## src/rtl/rstpin_pkg.sv

```systemverilog
package rstpin_pkg;

  typedef enum logic [2:0] {
    ST_POR     = 3'd0,
    ST_IDLE    = 3'd1,
    ST_EXT     = 3'd2,
    ST_DRIVE   = 3'd3,
    ST_RELEASE = 3'd4
  } rst_state_e;

endpackage

```

## src/rtl/rstpin_sync.sv

```systemverilog
module rstpin_sync #(
  parameter int  STAGES    = 2,
  parameter logic RESET_VAL = 1'b1
) (
  input  logic clk,
  input  logic rst_n,
  input  logic d,
  output logic q
);

  logic [STAGES-1:0] sh_q;
  logic [STAGES-1:0] sh_d;

  always_comb begin
    sh_d = {sh_q[STAGES-2:0], d};
  end

  always_ff @(posedge clk or negedge rst_n) begin
    if (!rst_n) sh_q <= {STAGES{RESET_VAL}};
    else        sh_q <= sh_d;
  end

  assign q = sh_q[STAGES-1];

endmodule

```

## src/rtl/rstpin_timer.sv

```systemverilog
module rstpin_timer #(
  parameter int WIDTH = 10
) (
  input  logic             clk,
  input  logic             rst_n,
  input  logic             en,
  input  logic             load,
  input  logic [WIDTH-1:0] load_val,
  output logic             done
);

  logic [WIDTH-1:0] cnt_q;
  logic [WIDTH-1:0] cnt_d;

  always_comb begin
    cnt_d = cnt_q;
    if (load)                     cnt_d = load_val;
    else if (en && cnt_q != '0)   cnt_d = cnt_q - 1'b1;
  end

  always_ff @(posedge clk or negedge rst_n) begin
    if (!rst_n) cnt_q <= '0;
    else        cnt_q <= cnt_d;
  end

  assign done = (cnt_q == '0);

endmodule

```

## src/rtl/rstpin_hold.sv

```systemverilog
module rstpin_hold #(
  parameter int HOLD = 4
) (
  input  logic clk,
  input  logic rst_n,
  input  logic busy,
  output logic mod_rst
);

  localparam int CW = $clog2(HOLD + 1);
  localparam logic [CW-1:0] HOLD_V = CW'(HOLD);

  logic [CW-1:0] cnt_q;
  logic [CW-1:0] cnt_d;

  always_comb begin
    if (!busy)               cnt_d = '0;
    else if (cnt_q != HOLD_V) cnt_d = cnt_q + 1'b1;
    else                     cnt_d = cnt_q;
  end

  always_ff @(posedge clk or negedge rst_n) begin
    if (!rst_n) cnt_q <= '0;
    else        cnt_q <= cnt_d;
  end

  assign mod_rst = busy && (cnt_q == HOLD_V);

endmodule

```

## src/rtl/rstpin_seq.sv

```systemverilog
module rstpin_seq
  import rstpin_pkg::*;
#(
  parameter int DRIVE_CYC   = 512,
  parameter int RELEASE_CYC = 10,
  parameter int MODRST_HOLD = 4,
  parameter int SYNC_STAGES = 2
) (
  input  logic clk,
  input  logic rst_n,
  input  logic pin_in,
  input  logic int_req,
  input  logic por,
  input  logic pll_lock,
  output logic pin_pull,
  output logic mod_rst,
  output logic exc_start
);

  localparam int MAXC = (DRIVE_CYC > RELEASE_CYC) ? DRIVE_CYC : RELEASE_CYC;
  localparam int TW   = $clog2(MAXC + 1);
  localparam logic [TW-1:0] DRIVE_LD   = TW'(DRIVE_CYC - 1);
  localparam logic [TW-1:0] RELEASE_LD = TW'(RELEASE_CYC - 1);

  rst_state_e    state_q, state_d;
  logic          exc_q, exc_d;
  logic          pin_s;
  logic          t_load, t_en, t_done;
  logic [TW-1:0] t_val;
  logic          busy;

  rstpin_sync #(.STAGES(SYNC_STAGES), .RESET_VAL(1'b1)) u_sync (
    .clk(clk), .rst_n(rst_n), .d(pin_in), .q(pin_s)
  );

  rstpin_timer #(.WIDTH(TW)) u_timer (
    .clk(clk), .rst_n(rst_n), .en(t_en), .load(t_load),
    .load_val(t_val), .done(t_done)
  );

  rstpin_hold #(.HOLD(MODRST_HOLD)) u_hold (
    .clk(clk), .rst_n(rst_n), .busy(busy), .mod_rst(mod_rst)
  );

  // next-state decision
  always_comb begin
    state_d = state_q;
    t_load  = 1'b0;
    t_val   = DRIVE_LD;
    exc_d   = 1'b0;
    if (por) begin
      state_d = ST_POR;
    end else begin
      unique case (state_q)
        ST_POR: if (pll_lock) begin
          state_d = ST_DRIVE; t_load = 1'b1;
        end
        ST_IDLE: if (int_req) begin
          state_d = ST_DRIVE; t_load = 1'b1;
        end else if (!pin_s) begin
          state_d = ST_EXT;
        end
        ST_EXT: if (pin_s) begin
          state_d = ST_DRIVE; t_load = 1'b1;
        end
        ST_DRIVE: if (t_done && !int_req) begin
          state_d = ST_RELEASE; t_load = 1'b1; t_val = RELEASE_LD;
        end
        ST_RELEASE: if (int_req) begin
          state_d = ST_DRIVE; t_load = 1'b1;
        end else if (t_done) begin
          if (pin_s) begin
            state_d = ST_IDLE; exc_d = 1'b1;
          end else begin
            state_d = ST_DRIVE; t_load = 1'b1;
          end
        end
        default: state_d = ST_POR;
      endcase
    end
  end

  assign t_en = (state_q == ST_DRIVE) || (state_q == ST_RELEASE);

  always_ff @(posedge clk or negedge rst_n) begin
    if (!rst_n) begin
      state_q <= ST_POR;
      exc_q   <= 1'b0;
    end else begin
      state_q <= state_d;
      exc_q   <= exc_d;
    end
  end

  assign busy      = (state_q != ST_IDLE);
  assign pin_pull  = (state_q == ST_POR) || (state_q == ST_DRIVE);
  assign exc_start = exc_q;

endmodule

```

## config.mk

```make
export PLATFORM = sky130hd
export DESIGN_NAME = rstpin_seq
export DESIGN_NICKNAME = d
export VERILOG_FILES = /design/src/rtl/rstpin_pkg.sv /design/src/rtl/rstpin_sync.sv /design/src/rtl/rstpin_timer.sv /design/src/rtl/rstpin_hold.sv /design/src/rtl/rstpin_seq.sv
export SDC_FILE = /design/constraint.sdc
export NUM_CORES = 1
export LEC_CHECK = 0
export ABC_AREA = 1
export BUFFER_PORTS_ARGS = -buffer_cell sky130_fd_sc_hd__buf_2
export CORE_ASPECT_RATIO = 0.7
export CORE_MARGIN = 2
export CORE_UTILIZATION = 60
export CTS_BUF_LIST = sky130_fd_sc_hd__clkbuf_8 sky130_fd_sc_hd__clkbuf_16
export DETAILED_ROUTE_END_ITERATION = 12
export GPL_TIMING_DRIVEN = 0
export PLACE_DENSITY_LB_ADDON = 0.25
export SYNTH_ARGS = -nofsm -noshare
export SYNTH_HDL_FRONTEND = slang
export SYNTH_SLANG_ARGS = --single-unit
```

## constraint.sdc

```tcl
create_clock -name clk -period 3.2 [get_ports clk]
set_input_delay 0.48 -clock clk [delete_from_list [all_inputs] [get_ports clk]]
set_output_delay 0.48 -clock clk [all_outputs]
set_load 0.005 [all_outputs]
```

## Word level (Yosys, flattened, before mapping)

Index checks and enable logic that the tools add are counted.

- Flip-flop bits (word level): 19
- Input port bits: 6

- Add/subtract/negate cells: 2
- Equality and inequality tests: 13
- Mux-type cells: 30
- Reduce and logical (&&, ||, !) cells: 11

Operators by type and width:

| operator | number |
|---|---|
| $mux W3 | 10 |
| $mux W9 | 3 |
| $mux W10 | 2 |
| $pmux W3 S5 | 1 |
| $mux W1 | 12 |
| $logic_not A10 Y1 | 1 |
| $reduce_bool A10 Y1 | 1 |
| $sub A10 B1 Y10 const B | 1 |
| $ne A3 B3 Y1 const B | 3 |
| $ne A4 B4 Y1 const B | 2 |
| $eq A3 B2 Y1 const B | 2 |
| $eq A3 B3 Y1 const B | 2 |
| $pmux W1 S5 | 1 |
| $reduce_and A5 Y1 | 1 |
| $add A3 B1 Y3 const B | 1 |
| $eq A3 B1 Y1 const B | 1 |
| $logic_and A1 B1 Y1 | 3 |
| $logic_not A3 Y1 | 1 |
| $ne A3 B1 Y1 const B | 1 |
| $ne A3 B2 Y1 const B | 1 |
| $logic_or A1 B1 Y1 | 2 |
| $mux W2 | 1 |
| $ne A2 B2 Y1 const B | 1 |
| $reduce_bool A2 Y1 | 1 |
| $logic_not A1 Y1 | 1 |

## Logic depth before layout (Yosys ltp)

- Depth in word-level cells: 6
- Gate-level depth with buffers: 13
- Gate-level depth less buffers: 13

## Cells and area by module

A second synthesis with hierarchy kept.

- Cell total of the unflattened synthesis: 209
- Area, all modules: 1365.1 µm²

By module, submodules not included:

| module | times used | cells an instance | area an instance (µm²) |
|---|---|---|---|
| rstpin_timer | 1 | 118 | 758.2 |
| rstpin_seq | 1 | 69 | 386.6 |
| rstpin_hold | 1 | 20 | 167.7 |
| rstpin_sync | 1 | 2 | 52.6 |

## Worst setup path after synthesis

OpenSTA, ideal clock, no wires.

- Kind: register to register
- Start point: register u_timer.cnt_q[0]
- End point: register u_timer.cnt_q[9]
- Setup time: 120 ps
- Arrival: 1490 ps
- Setup slack: 1591 ps
- Cell stages (with the launch flop): 12
- Clock period less this slack: 1609 ps
- Path through: dfrtp_1 inv_1 ha_1 nand2_1 nor2_1 nand3_1 nand2_1 nand2_1 nand3_2 nand2_4 buf_6 and3_1

- Longest elaborated chain between the ends: 6
- Elaborated cells between the ends (all ways): 13

RTL lines:

| what | line | RTL |
|---|---|---|
| from (decl) | rstpin_timer.sv:12 | `logic [WIDTH-1:0] cnt_q;` |
| from (signal assigned) | rstpin_timer.sv:23 | `else cnt_q <= cnt_d;` |
| $logic_not A10 Y1 | rstpin_timer.sv:26 | `assign done = (cnt_q == '0);` |
| $mux W1 / $logic_and A1 B1 Y1 (equally long branches) | rstpin_seq.sv:71, rstpin_seq.sv:66 |  |
| $mux W1, on equally long branches | rstpin_seq.sv:69, rstpin_seq.sv:66 |  |
| $pmux W1 S5 | rstpin_seq.sv:54 | `unique case (state_q)` |
| $mux W1 | rstpin_seq.sv:51 | `if (por) begin` |
| $mux W10 / $reduce_bool A2 Y1 (equally long branches) | n/a |  |

Several ways; a longest one is shown, not always the timed one. The select of a mux whose other input is x is not followed.
A chain may end at the register's enable or synchronous reset.

## Worst setup path in the final report

- Start point: register u_timer.cnt_q[0]
- End point: register u_timer.cnt_q[1]

- Longest elaborated chain between the ends: 6
- Elaborated cells between the ends (all ways): 16

RTL lines:

| what | line | RTL |
|---|---|---|
| $logic_not A10 Y1 | rstpin_timer.sv:26 |  |
| $mux W1 / $logic_and A1 B1 Y1 (equally long branches) | rstpin_seq.sv:71, rstpin_seq.sv:66 |  |
| $mux W1 (tied with other cells) | rstpin_seq.sv:69 | `ST_RELEASE: if (int_req) begin` |
| $pmux W1 S5 / $mux W9 (equally long branches) | rstpin_seq.sv:54 |  |
| $mux W1 / $mux W9 (equally long branches) | rstpin_seq.sv:51 |  |
| $mux W10 / $reduce_bool A2 Y1 (equally long branches) | n/a |  |

Several ways; a longest one is shown, not always the timed one. The select of a mux whose other input is x is not followed.

==> metrics.yaml <==
cts:
  post_cts_buffers: 0
  cts_tree: "done"
  clock_latency_ps: 260
  path_clk_slew_ps: 70
  cts_buffer_depth: 2
  clockRootBuffer: "clkbuf_8"
  numCtsBuffers: 3
  htree_levels: 1
  cts.repair.resized: 0
  cts_sinks: 19
  hold_buffers: 0
place:
  port_buffers: 8
  routabilityCongestion: 0.908
  hpwl_mm: 1.95
  place_ws_ps: 1340
  place_area_um2: 1290
timing:
  setup_violations: 0
  tightest_slew_ps: 433
  fin_crit_sh: 0.600
  maxSlewHeadroom: 0.712
  rsz0062_at_grt: "false"
  drv_slew: 0
  skew_ps: 5.90
  fin_setup_tns_ps: 0
  min_period_ps: 1920
  timing.final.ws_setup_ps: 1280
  final_hold_viol_count: 0
  clock.fmax_ghz: 0.520
setup_path:
  r2r_cells: 12
  slowest_delay_ps: 390
  path_depth: 12
  arrival_ps: 2120
  cp-end-kind: "flip-flop"
  timing.rr.start: "u_timer.cnt_q[0]"
  path_cells: "inv_1 -> ha_1 -> nand2_1 -> nor2_1 -> nand3_1 -> nand2_1 -> nand2_1 -> nand3_2 -> nand3_1 -> nand2_1 -> nand2_1 -> nand2_1"
  cp-endpoint: "u_timer.cnt_q[1]"
  cp_data_required_time_ps: 3400
  slowest_stage: "dfrtp_1"
  path_buf_inv: 1
  setup.worst_path.class: "flip-flop to flip-flop"
  startpoint: "u_timer.cnt_q[0]"
  cp_common_cell: "nand2_1"
  startpoint_type: "flip-flop"
  r2r_slack_ps: 1280
  reg2reg_to: "u_timer.cnt_q[1]"
  crit_fanout: 7
  cpLargestDelayFamily: "simple AND/OR/NAND/NOR gates"
global_routing:
  gr-usage-all-layers: 0.243
  antenna_found_initial: 0
  grt_first_pass_wirelength_mm: 4.39
  grt_pass1_vias: 958
  overflow: 0
  grt_start_max_net_pins: 20
outcome:
  outcome: "completed"
yosys:
  ys_top_cells_by_area: "dfrtp_1 (35%), nand2_1 (17%), nand3_1 (7.8%), nor2_1 (6.4%), inv_1 (5.8%)"
  ys.flop_type: "dfrtp_1"
  syn_area_um2: 1220
  yosysTopAreaCell: "dfrtp_1"
  synth-seq-area-share: 0.391
  synth-edff-count: 0
  synthAdderAreaFrac: 0.0409
  synth-compound-area-share: 0.0583
  ys_warn_count: 0
  synth_xor_area_frac: 0.0573
  async_flop_share: 1.00
  syn_area_per_cell_um2: 7.16
  yosysMostFrequentCell: "nand2_1"
  ys_top_cells_by_count: "nand2_1 (54), nor2_1 (21), inv_1 (19), nand3_1 (19), dfrtp_1 (17)"
  synth_top_area_frac: 0.348
  synth-simple-area-share: 0.382
  synth_mux_area_frac: 0
  ys_seq_elements: 19
  synth_cell_types: 27
  synth_top_family_by_area: "simple AND/OR/NAND/NOR gates"
  syn_inst: 171
  syn-num-nets: 181
finish:
  drive_gt1_frac: 0.126
  layout.nets: 194
  num_antenna_cells: 0
  stdcell_area_um2: 1340
  area_growth_pct: 9.30
routing:
  num_vias: 1158
  drtAntennaViolNets: 0
  wirelength_mm: 2.68
  drcViolationCount: 0
  first_iter_violations: 109
  routedWlPerCell_um: 13.1
  dr.pass1.iters: 5
  vias_per_cell: 5.65
power:
  clkPwrFrac: 0.135
  power.density_nw_per_um2: 921
  ir_worst_vdd_mv: 0.664
  p_int_w: 0.000657
  seqPwrFrac: 0.350
  combPwrFrac: 0.514
  total_leakage_power_nw: 0.753
  switching_share: 0.466
  p_sw_w: 0.000574
run:
  max-cap-violations: 0
floorplanning:
  die_h_um: 41.8
  io_pins: 9
  dieArea_um2: 2420
  die_x_um: 58.0
  num_rows: 13
  start_util: 0.649
  coreArea_um2: 1890
min_path:
  hold_path.class: "input port to asynchronous set/reset pin"
==> worst register-to-register path, stage by stage, from the launching register on <==
cell and delay, ps:
dfrtp_1 390, inv_1 120, ha_1 190, nand2_1 60, nor2_1 100, nand3_1 180, nand2_1 130, nand2_1 70
nand3_2 90, nand3_1 250, nand2_1 170, nand2_1 60, nand2_1 60
==> per-stage QoR <==
stage / utilization / instances / hold slack (ps) / total power [W]
finish: 0.709 / 205 / 150 / 0.00123
global route: 0.709 / 205 / 188 / 0.00135
CTS: 0.709 / 205 / 163 / 0.00123
detailed placement: 0.684 / 201 / 348 / 0.00106
global placement: 0.684 / 201 / 347 / 0.00101
floorplan: - / 171 / 184 / 0.000904
==> worst min path at each step <==
stage	startpoint	endpoint	depth (start not counted)
6_report	rst_n	u_timer.cnt_q[5]	1
5_1_grt	rst_n	u_timer.cnt_q[6]	1
4_1_cts	rst_n	u_timer.cnt_q[0]	1
3_5_place_dp	u_sync.sh_q[0]	u_sync.sh_q[1]	0
3_3_place_gp	u_sync.sh_q[0]	u_sync.sh_q[1]	0
2_1_floorplan	rst_n	exc_start	0
==> layout make-up <==
cell class | count | area [µm²]
Buffer | 1 | 11.3
Sequential cell | 19 | 478
Clock buffer | 3 | 41.3
Inverter | 20 | 75.1
Tap cell | 22 | 27.5
Fill cell | 154 | 549
Clock inverter | 1 | 5.00
Multi-Input combinational cell | 131 | 659
Timing Repair Buffer | 8 | 40.0
==> placed cells by master, fill, tap and decap left out, drive strengths merged, types with 2 or more instances in the layout <==
master | Yosys | layout
nand2 | 57 | 57
nor2 | 22 | 22
nand3 | 21 | 21
inv | 20 | 20
dfrtp | 17 | 17
buf | 1 | 9
xor2 | 7 | 7
o21ai | 5 | 5
ha | 4 | 4
a21oi | 3 | 3
clkbuf | 0 | 3
nand4 | 2 | 2
nor3 | 2 | 2
dfstp | 2 | 2
==> sequential cells by signal, indices dropped and copies added (netlist names) <==
name and cells:
u_timer.cnt_q 10, state_q 3, u_hold.cnt_q 3, u_sync.sh_q 2, exc_start 1
==> kinds of logic (layout without fill, tap and decap cells) <==
logic type,Yosys count,count (layout)
compound gates,12,12
xor+xnor,8,8
fa+ha+maj,4,4
buf+inv,21,33
flops,19,19
simple gates,107,107
==> per-layer routing <==
metal / up-vias / GRT usage / part of all wire
met4: 0 / 0.102 / 0.032
met1: 524 / 0.354 / 0.44
met2: 51 / 0.334 / 0.44
li1: 573 / - / -
met5: - / 0 / 0
met3: 10 / 0.0685 / 0.090
==> power by group through the flow <==
stage          clock, W  sequential (W)  combinational [W]
3_5_place_dp          0        0.000433           0.000623
6_report       0.000167        0.000432           0.000633
3_3_place_gp          0        0.000422           0.000590
4_1_cts        0.000170        0.000429           0.000630
5_1_grt        0.000180        0.000442           0.000727
2_1_floorplan         0        0.000404           0.000501
Note: power is estimated with default switching activity, not from simulation.
